[src/rtl/dpu_pkg.sv]
package dpu_pkg;
  typedef enum logic [3:0] {
    ST_IDLE, ST_SEL, ST_CHK, ST_PWR_REQ, ST_PWR_POLL,
    ST_RST_REQ, ST_RST_POLL, ST_INIT, ST_ABORT, ST_FIN
  } dpu_state_e;

  localparam int unsigned ADR_ABORT = 0;
  localparam int unsigned ADR_STAT  = 4;
  localparam int unsigned ADR_BANK  = 8;

  localparam logic [31:0] VAL_BANK0    = 32'h0000_0000;
  localparam logic [31:0] VAL_PWR_REQ  = 32'h5000_0000;
  localparam logic [31:0] VAL_RST_REQ  = 32'h5400_0000;
  localparam logic [31:0] VAL_INIT_JT  = 32'h5000_0F32;
  localparam logic [31:0] VAL_INIT_SW  = 32'h5000_0F00;
  localparam logic [31:0] VAL_ABORT    = 32'h0000_001E;
  localparam logic [31:0] MSK_PWR_ACK  = 32'hA000_0000;
  localparam logic [31:0] MSK_RST_ACK  = 32'hA800_0000;

  localparam int TMO_PWR = 0;
  localparam int TMO_RST = 1;
  localparam int N_TMO   = 2;
endpackage

[src/rtl/dpu_tmo.sv]
module dpu_tmo #(
  parameter int unsigned LIMIT = 1000
) (
  input  logic clk,
  input  logic rst_n,
  input  logic clear,
  input  logic tick,
  output logic expired
);
  localparam int CW = $clog2(LIMIT + 1);
  logic [CW-1:0] cnt;

  assign expired = (cnt >= CW'(LIMIT));

  always_ff @(posedge clk or negedge rst_n) begin
    if (!rst_n)               cnt <= '0;
    else if (clear)           cnt <= '0;
    else if (tick && !expired) cnt <= cnt + 1'b1;
  end
endmodule

[src/rtl/dpu_reg_port.sv]
module dpu_reg_port #(
  parameter int ADDR_W = 4,
  parameter int DATA_W = 32
) (
  input  logic              clk,
  input  logic              rst_n,
  input  logic              cmd_go,
  input  logic              cmd_write,
  input  logic [ADDR_W-1:0] cmd_addr,
  input  logic [DATA_W-1:0] cmd_wdata,
  output logic              cmd_done,
  output logic [DATA_W-1:0] cmd_rdata,
  output logic              req_valid,
  input  logic              req_ready,
  output logic              req_write,
  output logic [ADDR_W-1:0] req_addr,
  output logic [DATA_W-1:0] req_wdata,
  input  logic              rsp_valid,
  input  logic [DATA_W-1:0] rsp_rdata
);
  typedef enum logic [1:0] {PH_IDLE, PH_REQ, PH_WAIT} ph_e;
  ph_e ph;

  assign req_valid = (ph == PH_REQ);

  always_ff @(posedge clk or negedge rst_n) begin
    if (!rst_n) begin
      ph        <= PH_IDLE;
      req_write <= 1'b0;
      req_addr  <= '0;
      req_wdata <= '0;
      cmd_done  <= 1'b0;
      cmd_rdata <= '0;
    end else begin
      cmd_done <= 1'b0;
      unique case (ph)
        PH_IDLE: if (cmd_go) begin
          ph        <= PH_REQ;
          req_write <= cmd_write;
          req_addr  <= cmd_addr;
          req_wdata <= cmd_wdata;
        end
        PH_REQ:  if (req_ready) ph <= PH_WAIT;
        PH_WAIT: if (rsp_valid) begin
          ph        <= PH_IDLE;
          cmd_done  <= 1'b1;
          cmd_rdata <= rsp_rdata;
        end
        default: ph <= PH_IDLE;
      endcase
    end
  end
endmodule

[src/rtl/dpu_seq.sv]
module dpu_seq
  import dpu_pkg::*;
#(
  parameter int ADDR_W = 4,
  parameter int DATA_W = 32
) (
  input  logic              clk,
  input  logic              rst_n,
  input  logic              start,
  input  logic              proto_swd,
  input  logic              cmd_done,
  input  logic [DATA_W-1:0] cmd_rdata,
  input  logic [N_TMO-1:0]  tmo_exp,
  output logic              cmd_go,
  output logic              cmd_write,
  output logic [ADDR_W-1:0] cmd_addr,
  output logic [DATA_W-1:0] cmd_wdata,
  output logic [N_TMO-1:0]  tmo_clr,
  output logic              done,
  output logic              err,
  output logic              warn
);
  dpu_state_e state, nxt;
  logic pend, swd_q, is_acc, pwr_ack, rst_ack, set_err, set_warn;

  assign pwr_ack = (cmd_rdata & DATA_W'(MSK_PWR_ACK)) == DATA_W'(MSK_PWR_ACK);
  assign rst_ack = (cmd_rdata & DATA_W'(MSK_RST_ACK)) == DATA_W'(MSK_RST_ACK);
  assign is_acc  = (state != ST_IDLE) && (state != ST_FIN);
  assign cmd_go  = is_acc && !pend;

  // Access descriptor for the current step
  always_comb begin
    cmd_write = 1'b1;
    cmd_addr  = ADDR_W'(ADR_STAT);
    cmd_wdata = '0;
    unique case (state)
      ST_SEL:      begin cmd_addr = ADDR_W'(ADR_BANK); cmd_wdata = DATA_W'(VAL_BANK0); end
      ST_PWR_REQ:  cmd_wdata = DATA_W'(VAL_PWR_REQ);
      ST_RST_REQ:  cmd_wdata = DATA_W'(VAL_RST_REQ);
      ST_INIT:     cmd_wdata = swd_q ? DATA_W'(VAL_INIT_SW) : DATA_W'(VAL_INIT_JT);
      ST_ABORT:    begin cmd_addr = ADDR_W'(ADR_ABORT); cmd_wdata = DATA_W'(VAL_ABORT); end
      ST_CHK, ST_PWR_POLL, ST_RST_POLL: cmd_write = 1'b0;
      default: ;
    endcase
  end

  // Step sequencing on each completed access
  always_comb begin
    nxt      = state;
    set_err  = 1'b0;
    set_warn = 1'b0;
    tmo_clr  = '0;
    if (cmd_done) begin
      unique case (state)
        ST_SEL:      nxt = ST_CHK;
        ST_CHK:      nxt = pwr_ack ? ST_FIN : ST_PWR_REQ;
        ST_PWR_REQ:  begin nxt = ST_PWR_POLL; tmo_clr[TMO_PWR] = 1'b1; end
        ST_PWR_POLL: begin
          if (pwr_ack)                   nxt = ST_RST_REQ;
          else if (tmo_exp[TMO_PWR]) begin nxt = ST_FIN; set_err = 1'b1; end
        end
        ST_RST_REQ:  begin nxt = ST_RST_POLL; tmo_clr[TMO_RST] = 1'b1; end
        ST_RST_POLL: begin
          if (rst_ack)                   nxt = ST_INIT;
          else if (tmo_exp[TMO_RST]) begin nxt = ST_INIT; set_warn = 1'b1; end
        end
        ST_INIT:     nxt = swd_q ? ST_ABORT : ST_FIN;
        ST_ABORT:    nxt = ST_FIN;
        default:     nxt = state;
      endcase
    end
  end

  always_ff @(posedge clk or negedge rst_n) begin
    if (!rst_n) begin
      state <= ST_IDLE;
      pend  <= 1'b0;
      swd_q <= 1'b0;
      done  <= 1'b0;
      err   <= 1'b0;
      warn  <= 1'b0;
    end else if (!is_acc) begin
      if (start) begin
        state <= ST_SEL;
        swd_q <= proto_swd;
        done  <= 1'b0;
        err   <= 1'b0;
        warn  <= 1'b0;
      end
    end else begin
      if (cmd_go) pend <= 1'b1;
      if (cmd_done) begin
        pend  <= 1'b0;
        state <= nxt;
        if (nxt == ST_FIN) done <= 1'b1;
        if (set_err)  err  <= 1'b1;
        if (set_warn) warn <= 1'b1;
      end
    end
  end
endmodule

[src/rtl/dbg_pwrup_ctrl.sv]
module dbg_pwrup_ctrl
  import dpu_pkg::*;
#(
  parameter int          ADDR_W     = 4,
  parameter int          DATA_W     = 32,
  parameter int unsigned PWR_TMO_US = 1000000,
  parameter int unsigned RST_TMO_US = 300000
) (
  input  logic              clk,
  input  logic              rst_n,
  input  logic              start,
  input  logic              proto_swd,
  input  logic              us_tick,
  output logic              req_valid,
  input  logic              req_ready,
  output logic              req_write,
  output logic [ADDR_W-1:0] req_addr,
  output logic [DATA_W-1:0] req_wdata,
  input  logic              rsp_valid,
  input  logic [DATA_W-1:0] rsp_rdata,
  output logic              done,
  output logic              err,
  output logic              rst_tmo_warn
);
  logic              cmd_go, cmd_write, cmd_done;
  logic [ADDR_W-1:0] cmd_addr;
  logic [DATA_W-1:0] cmd_wdata, cmd_rdata;
  logic [N_TMO-1:0]  tmo_clr, tmo_exp;

  dpu_seq #(.ADDR_W(ADDR_W), .DATA_W(DATA_W)) u_seq (
    .clk(clk), .rst_n(rst_n), .start(start), .proto_swd(proto_swd),
    .cmd_done(cmd_done), .cmd_rdata(cmd_rdata), .tmo_exp(tmo_exp),
    .cmd_go(cmd_go), .cmd_write(cmd_write), .cmd_addr(cmd_addr),
    .cmd_wdata(cmd_wdata), .tmo_clr(tmo_clr),
    .done(done), .err(err), .warn(rst_tmo_warn)
  );

  dpu_reg_port #(.ADDR_W(ADDR_W), .DATA_W(DATA_W)) u_port (
    .clk(clk), .rst_n(rst_n), .cmd_go(cmd_go), .cmd_write(cmd_write),
    .cmd_addr(cmd_addr), .cmd_wdata(cmd_wdata), .cmd_done(cmd_done),
    .cmd_rdata(cmd_rdata), .req_valid(req_valid), .req_ready(req_ready),
    .req_write(req_write), .req_addr(req_addr), .req_wdata(req_wdata),
    .rsp_valid(rsp_valid), .rsp_rdata(rsp_rdata)
  );

  for (genvar g = 0; g < N_TMO; g++) begin : g_tmo
    localparam int unsigned LIM = (g == TMO_PWR) ? PWR_TMO_US : RST_TMO_US;
    dpu_tmo #(.LIMIT(LIM)) u_tmo (
      .clk(clk), .rst_n(rst_n), .clear(tmo_clr[g]),
      .tick(us_tick), .expired(tmo_exp[g])
    );
  end
endmodule

[config.mk]
export PLATFORM = sky130hd
export DESIGN_NAME = dbg_pwrup_ctrl
export DESIGN_NICKNAME = d
export VERILOG_FILES = /design/src/rtl/dpu_pkg.sv /design/src/rtl/dpu_tmo.sv /design/src/rtl/dpu_reg_port.sv /design/src/rtl/dpu_seq.sv /design/src/rtl/dbg_pwrup_ctrl.sv
export SDC_FILE = /design/constraint.sdc
export NUM_CORES = 1
export LEC_CHECK = 0
export BUFFER_PORTS_ARGS = -buffer_cell sky130_fd_sc_hd__buf_2
export CAP_MARGIN = 20
export CORE_AREA = 2 2 104 106
export DETAILED_ROUTE_END_ITERATION = 8
export DIE_AREA = 0 0 106 108
export GPL_ROUTABILITY_DRIVEN = 0
export PLACE_DENSITY = 0.58
export SYNTH_ARGS = -nofsm -noshare
export SYNTH_HDL_FRONTEND = slang
export SYNTH_SLANG_ARGS = --single-unit
[constraint.sdc]
create_clock -name clk -period 2.65 [get_ports clk]
set_input_delay 0.1325 -clock clk [delete_from_list [all_inputs] [get_ports clk]]
set_output_delay 0.1325 -clock clk [all_outputs]
set_load 0.03 [all_outputs]
==> Word level (Yosys, flattened, before mapping) <==
Cells that the tools add are included.
{ "totals": {"regBits": 120, "input_bits": 39, "out_inout_bits": 41, "wordCells": 111} }
{ "op_classes": {"addsub": 2, "magnitude_cmp": 2, "n_eq_ne": 21, "mux": 48, "bitwise": 1, "n_reduce_logical": 23} }
{ "op_table": {"columns": ["operator", "n"], "rows": [
  ["$pmux 32 s4", 1],
  ["$mux 20", 2],
  ["$mux 19", 2],
  ["$mux 4", 9],
  ["$pmux 4 s8", 1],
  ["$mux 1", 26],
  ["$add 20x1->20 const B", 1],
  ["$ge 20x20->1 const B", 1],
  ["$add 19x1->19 const B", 1],
  ["$ge 19x19->1 const B", 1],
  ["$eq 4x3->1 const B", 4],
  ["$reduce_and 3->1", 4],
  ["$ne 2x2->1 const B", 5],
  ["$reduce_and 2->1", 5],
  ["$eq 4x2->1 const B", 2],
  ["$eq 4x4->1 const B", 2],
  ["$mux 2", 4],
  ["$pmux 4 s2", 1],
  ["$reduce_bool 2->1", 4],
  ["$mux 6", 1],
  ["$pmux 2 s3", 1],
  ["$eq 2x2->1 const B", 2],
  ["$eq 4x1->1 const B", 1],
  ["$logic_and 1x1->1", 4],
  ["other kinds (9)", 12]
]} }

==> Depth between registers and ports, before layout <==
Gate-level depths: netlist of the first run.
{ "logic_depth": {"word_depth": 9, "depth_mapped": 7, "mapped_depth_nobuf": 6} }

==> By module <==
A second synthesis of the first run with hierarchy kept.
{ "hier_totals": {"hier_cells": 509, "area_unflattened_um2": 6094.6} }
{ "modules_own_cells": {"columns": ["module", "n_inst", "cells_per_inst", "area_per_inst_um2", "seq_area_each_um2"], "rows": [
  ["dpu_reg_port", 1, 156, 2874.0, 1801.7],
  ["dpu_tmo at g_tmo[0].u_tmo", 1, 126, 1152.4, 500.5],
  ["dpu_tmo at g_tmo[1].u_tmo", 1, 118, 1124.8, 475.5],
  ["dpu_seq", 1, 109, 943.4, 225.2]
]} }

==> Worst setup path before layout of the first run <==
No wires, ideal clock.
{ "synth_path": {"path_type": "flip-flop to flip-flop", "startpoint": "register g_tmo[0].u_tmo.cnt[13]", "endpoint": "register g_tmo[0].u_tmo.cnt[18]", "arrival_ns": 2.062, "path_slack_ns": 0.510, "path_stages_with_launch": 7, "n_path_buf": 1, "path_cell_list": "dfrtp_1 or4_4 a221oi_4 o2111ai_2 buf_6 or3_1 a21oi_1"} }
{ "synth_via": {"elab_chain_cells": 4, "elab_cells_between_ends": 7, "cone_classes": "1 x add/sub; 1 x order compare; 2 x mux; 3 x reduce/logical"} }
{ "synth_rtl": {"columns": ["item", "line_no", "rtl"], "rows": [
  ["start: declaration", "dpu_tmo.sv:11", "logic [CW-1:0] cnt;"],
  ["start signal: assignment", "dpu_tmo.sv:18", "else if (tick && !expired) cnt <= cnt + 1'b1;"],
  ["$ge 20x20->1", "dpu_tmo.sv:13", "assign expired = (cnt >= CW'(LIMIT));"],
  ["$logic_not 1->1", "dpu_tmo.sv:18", null],
  ["$logic_and 1x1->1", "dpu_tmo.sv:18", null],
  ["$reduce_bool 2->1 (no line)", null, null]
]} }
Several ways; a longest one is shown, not always the timed one. The select of a mux whose other input is x is not followed.
A chain may end at the register's enable or synchronous reset.

==> Final worst setup path of the first run <==
Ends and elaborated chain as after synthesis.

==> results of run 1 <==
Yosys cell counts (all sizes together), types with 2 or more instances:
cell type / number
dfrtp: 63
a211oi: 2
a21oi: 25
inv: 11
and3: 5
nand4b: 2
buf: 31
nand4: 7
mux2i: 3
nand2: 23
or4: 6
o211ai: 6
a31oi: 3
and2: 6
o41ai: 3
and4: 4
o21a: 2
o21ai: 30
xnor2: 3
or3: 19
or2: 2
nand3b: 3
ha: 4
mux2: 5
nand2b: 5
clkbuf: 11
o2111ai: 10
xor2: 12
nor2: 27
nand3: 10
o31ai: 6
a21o: 2
nor3: 4
power breakdown:
group	internal (mW)	switching, mW	total [mW]
combinational	0.370	0.660	1.03
clock	0.652	0.365	1.02
sequential	1.20	0.239	1.44
total	2.22	1.26	3.49
cell type report:
type                       count  share of cell area (%)
clock buffer                  13                    3.73
clock inverter                 3                    2.26
inverter                      11                    1.03
multi-input combinational    273                    42.4
sequential                    63                    39.5
tap                          136                    4.26
timing repair buffer          45                    6.83
how the worst min path moves through the flow:
stage	startpoint	end	slack (ns)
after floorplan	rst_n	g_tmo[0].u_tmo.cnt[0]	-0.16
after global placement	start	u_seq.err	0.35
after detailed placement	start	u_seq.err	0.34
after CTS	rsp_rdata[31]	u_port.cmd_rdata[31]	0.02
after global routing	rsp_rdata[27]	u_port.cmd_rdata[27]	0.007
final	req_ready	u_port.ph[0]	0.02
per-stage QoR:
| stage | area (um^2) | hold slack [ns] |
|---|---|---|
| 4_1_cts | 3990 | 0.0160 |
| 3_5_place_dp | 3730 | 0.344 |
| 3_3_place_gp | 3730 | 0.345 |
| 6_report | 3990 | 0.0189 |
| 5_1_grt | 3990 | 0.00653 |
| 2_1_floorplan | 3590 | -0.163 |
kinds of logic after synthesis:
logic type                 share of synthesized area [%]
DFF                                                 45.0
adders and majority gates                           1.43
muxes                                               2.46
other                                              0.107
AOI/OAI and AO/OA                                   18.5
xor gates and xnor gates                            3.75
buffers and inverters                               8.99
and+or+nand+nor                                     19.8
worst reg2reg max path: cells and delay by family (launching register included):
| kind | cells | cell delay, ns |
|---|---|---|
| and+or+nand+nor | 2 | 1.00 |
| AOI/OAI and AO/OA | 3 | 0.87 |
| DFF | 1 | 0.44 |
sequential cells by signal (all words and copies together) (netlist names):
register and cells:
u_port.req_addr 2, u_port.req_wdata 6, u_seq.err 1, u_seq.warn 1, u_port.cmd_done 1, u_seq.state 4
u_port.req_write 1, u_port.ph 2, u_seq.pend 1, u_seq.done 1, g_tmo.u_tmo.cnt 39, u_seq.swd_q 1
u_port.cmd_rdata 3
placed cells by master, fill, tap and decap left out, types with 9 or more instances in the layout:
cell       count
clkbuf_8      10
buf_4         15
o2111ai_1      9
a21oi_1       25
dfrtp_1       63
nor2_1        27
inv_1         11
buf_2         28
or3_1         19
xor2_1        12
conb_1        22
nand2_1       23
o21ai_0       29
nand3_1       10
metal layers:
layer	vias to the layer above	share of wire [%]	routed length, um	track usage (%)
met4	0	2.0	144	6.77
met1	1336	46	3290	16.6
met3	12	4.6	328	3.19
met5	-	0	0	0
li1	1362	-	-	-
met2	67	47	3320	22.1
timing repair:
action	CTS	global route
hold buffers	2	0
endpoints found under the hold margin	6	0
endpoints found under the setup margin	0	0
buffers inserted	0	0
==> out/qor.yml, run 1 <==
status: "complete, no violations"
r2r_cells: 5
leakagePower_nw: 1.77
irDropWorstVdd_mv: 0.470
synth_top_area_share_pct: 45.0
dp_cells: 526
synth_flop_cell: "dfrtp_1"
postRouteAntennaNets: 0
maxSlewViolCount: 0
synth_area_leaders: "dfrtp_1, buf_4, o21ai_0, a21oi_1, or3_1"
worst_skew_pair.late_latency_ns: 0.34
preCtsSetupSlack_ns: 0.263
area_growth_pct: 13.9
track_usage_pct: 13.5
slew_headroom_pct: 46.8
vias_per_cell: 5.10
hold_path_class: "in -> reg"
setup_ws_ns: 0.266
nNetsFinal: 446
tns_ns: 0
finalHoldViolCount: 0
fin_crit_sh_pct: 90.0
grt_max_degree: 64
rows: 37
dr.pass1.iters: 4
vias: 2777
regToRegSetupSlack_ns: 0.27
ios: 80
drc: 0
cp_slowest_stage_delay_ns: 0.57
path_cells: "or4_4, a221oi_4, o2111ai_2, or3_1, a21oi_1"
min_period_ns: 2.38
drive_gt1_share_pct: 16.9
synth-seq-area-share_pct: 45.0
whs_path_depth: 2
post_synth_instance_area_um2: 3510
timing.fmax_mhz: 419
crit_path_top_delay_cell: "or4_4"
core_area_um2: 10200
worst_r2r_startpoint: "g_tmo[0].u_tmo.cnt[13]"
synth.avg_cell_area_um2: 9.53
rsz0062_at_grt: "no"
cts_htree_levels: 3
path_max_fanout: 11
ys_seq_elements: 63
cap_violations: 0
final_core_util_pct: 39.0
async_flop_share_pct: 100
dr.first_iter.drc_count: 95
cts_root_buf: "clkbuf_8"
hpwl_mm: 4.83
grt_first_pass_wirelength_mm: 12.3
fin_cells: 544
cp_top_family: "simple AND/OR/NAND/NOR gates"
rr_endpoint: "g_tmo[0].u_tmo.cnt[18]"
regArea_um2: 1580
wl_per_cell_um: 13.0
fill_cells: 1027
clk_pin_slew_ns: 0.07
cp.depth: 5
synth_edf_count: 0
fin_skew_ns: 0.00819
start_util_pct: 34.3
syn_inst: 368
worstMarginPinSlew_ns: 0.799
antenna_cells: 0
grt_pass1_vias: 2656
arrival_ns: 2.65
power_density_nw_per_um2: 873
start_kind: "flop"
path_class: "reg -> reg"
die_x_um: 106
cts-resized-gates: 0
numPortBuffers: 28
crit_end: "g_tmo[0].u_tmo.cnt[18]"
antenna_found_initial: 0
cts_tree: "built"
startpoint: "g_tmo[0].u_tmo.cnt[13]"
multi_input_area_um2: 1690
yosys.area.top_type: "dfrtp_1"
cts_buffers: 9
cp_num_buf_inv: 0
end_kind: "flop"
required_ns: 2.92
synth_warnings: 0
cts_buffer_depth: 2
total_power_mw: 3.49
synth.distinct_cells: 53
finalWirelength_mm: 7.08
die_area_um2: 11400
cts.sinks: 63
setup_violations: 0
grt_remaining_overflow: 0
die_h_um: 108
No activity file was read; power rests on OpenSTA's default activity.
==> run 2: changes to the inputs <==
--- a/config.mk
+++ b/config.mk
@@ -7,9 +7,9 @@
 export LEC_CHECK = 0
 export BUFFER_PORTS_ARGS = -buffer_cell sky130_fd_sc_hd__buf_2
 export CAP_MARGIN = 20
-export CORE_AREA = 2 2 104 106
+export CORE_AREA = 10 10 112 114
 export DETAILED_ROUTE_END_ITERATION = 8
-export DIE_AREA = 0 0 106 108
+export DIE_AREA = 0 0 122 124
 export GPL_ROUTABILITY_DRIVEN = 0
 export PLACE_DENSITY = 0.58
 export SYNTH_ARGS = -nofsm -noshare
==> run 2 against run 1 <==
Compared with the run above: clock power shrank 6%; utilization shrank 0.12 points; combinational power is essentially flat; maximum frequency shrank 0.13%; critical endpoint is now u_seq.done; largest cell class unchanged.
==> out/qor.yml, run 2 (synthesis results as in run 1) <==
irDropWorstVdd_mv: 0.343  # was 0.470 mV
grt_first_pass_wirelength_mm: 12.7  # was 12.3 mm
rsz0062_at_grt: "no"  # unchanged
r2r_cells: 6  # was 5
status: "complete, no violations"  # unchanged
core_area_um2: 10200  # unchanged
regToRegSetupSlack_ns: 0.26  # was 0.27 ns
power_density_nw_per_um2: 864  # was 873 nW/um^2
finalWirelength_mm: 7.63  # was 7.08 mm
wl_per_cell_um: 14.0  # was 13.0 um
hold_path_class: "in -> reg"  # unchanged
final_cell_mix: "dfrtp_1, o21ai_0, buf_2"  # unchanged
final_common_cell: "dfrtp_1"  # unchanged
setup_violations: 0  # unchanged
start_util_pct: 34.3  # unchanged
start_kind: "flop"  # unchanged
slew_headroom_pct: 45.4  # was 46.8%
numPortBuffers: 28  # unchanged
gr-usage-met3_pct: 2.58  # was 3.19%
cts_buffers: 9  # unchanged
tns_ns: 0  # unchanged
track_usage_pct: 10.3  # was 13.5%
worst_r2r_startpoint: "g_tmo[0].u_tmo.cnt[12]"  # was g_tmo[0].u_tmo.cnt[13]
cts_root_buf: "clkbuf_8"  # unchanged
antenna_found_initial: 0  # unchanged
vias_per_cell: 5.03  # was 5.10
setup_ws_ns: 0.263  # was 0.266 ns
dr.pass1.iters: 4  # unchanged
rr_endpoint: "u_seq.done"  # was g_tmo[0].u_tmo.cnt[18]
timing.fmax_mhz: 419  # about the same
vias: 2732  # was 2,777
largest_register: "g_tmo.u_tmo.cnt"  # unchanged
startpoint: "g_tmo[0].u_tmo.cnt[12]"  # was g_tmo[0].u_tmo.cnt[13]
fin_skew_ns: 0.00897  # was 0.00819 ns
antenna_cells: 0  # unchanged
ios: 80  # unchanged
dr.first_iter.drc_count: 248  # was 95
cts_tree: "built"  # unchanged
area_growth_pct: 13.5  # was 13.9%
grt_pass1_vias: 2615  # was 2,656
end_kind: "flop"  # unchanged
die_area_um2: 15100  # was 11,400 um^2
top_usage_layer: "met2"  # unchanged
die_x_um: 122  # was 106 um
die_h_um: 124  # was 108 um
fin_crit_sh_pct: 90.1  # was 90.0%
min_period_ns: 2.39  # was 2.38 ns
cts_buffer_depth: 2  # unchanged
path_max_fanout: 8  # was 11
whs_path_depth: 2  # unchanged
final_core_util_pct: 38.9  # was 39.0%
postRouteAntennaNets: 0  # unchanged
min_from: "rsp_rdata[29]"  # was req_ready
leakagePower_nw: 1.76  # was 1.77 nW
worst_skew_pair.late_latency_ns: 0.34  # about the same
hpwl_mm: 5.36  # was 4.83 mm
nNetsFinal: 445  # was 446
arrival_ns: 2.60  # was 2.65 ns
preCtsSetupSlack_ns: 0.279  # was 0.263 ns
grt_remaining_overflow: 0  # unchanged
largest_register_ffs: 39  # unchanged
post-cts-setup-buffer-count: 0  # unchanged
grtUsageMet2_pct: 16.6  # was 22.1%
biggestRegsByFlops: "g_tmo.u_tmo.cnt (39), u_port.req_wdata (6), u_seq.state (4)"  # unchanged
cts-resized-gates: 0  # unchanged
drive_gt1_share_pct: 17.2  # was 16.9%
cts_htree_levels: 3  # unchanged
rows: 37  # unchanged
use_met1_pct: 12.3  # was 16.6%
clk_pin_slew_ns: 0.08  # was 0.07 ns
cts.sinks: 63  # unchanged
drc: 0  # unchanged
required_ns: 2.86  # was 2.92 ns
finalHoldViolCount: 0  # unchanged
worstMarginPinSlew_ns: 0.818  # was 0.799 ns
grt_max_degree: 64  # unchanged
hold_path_end: "u_port.cmd_rdata[29]"  # was u_port.ph[0]
cap_violations: 0  # unchanged
maxSlewViolCount: 0  # unchanged
path_class: "reg -> reg"  # unchanged
==> run 2: critical path, cell delays in order, from the launching register on <==
cell,delay (ns)
dfrtp_1,0.45
or4_4,0.55
a221oi_4,0.40
buf_4,0.20
nor2_1,0.06
o32ai_1,0.47
o41ai_1,0.14
==> run 2: final cells by class <==
cell class                      instances  area (um^2)
Sequential cell                        63         1580
Fill cell                            1030         6250
Inverter                               11         41.3
Timing Repair Buffer                   44          268
Multi-Input combinational cell        273         1690
Tap cell                              136          170
Clock inverter                          6         93.8
Clock buffer                           10          138
==> run 2: how the worst max path moves through the flow <==
stage and endpoint:
6_report u_seq.done, 5_1_grt g_tmo[0].u_tmo.cnt[18], 4_1_cts g_tmo[0].u_tmo.cnt[15], 3_5_place_dp g_tmo[0].u_tmo.cnt[18]
3_3_place_gp u_seq.done, 2_1_floorplan g_tmo[0].u_tmo.cnt[18]
==> run 2: routing by layer <==
layer | share of wire [%] | wire length [um]
met4 | 2.5 | 189
met3 | 6.0 | 455
met1 | 46 | 3480
met2 | 46 | 3500
met5 | 0 | 0
==> run 2: through the flow <==
stage / total power [mW] / std cells / area [um^2] / hold slack, ns
floorplan: 2.25 / 389 / 3590 / -0.163
global placement: 2.48 / 524 / 3720 / 0.343
detailed placement: 2.51 / 524 / 3720 / 0.341
CTS: 3.49 / 543 / 3980 / 0.00113
global route: 3.69 / 543 / 3980 / 0.00288
finish: 3.44 / 543 / 3980 / 0.0222
==> run 2: power by group <==
part	internal (mW)	leakage, nW	switching [mW]
clock network	0.560	0.113	0.394
logic	0.372	0.824	0.681
registers	1.20	0.823	0.235
total	2.13	1.76	1.31
==> run 2: what timing repair did <==
item                                    in CTS  in global routing
endpoints found under the setup margin       0                  0
hold buffers                                 3                  0
hold endpoints to repair                    32                  0
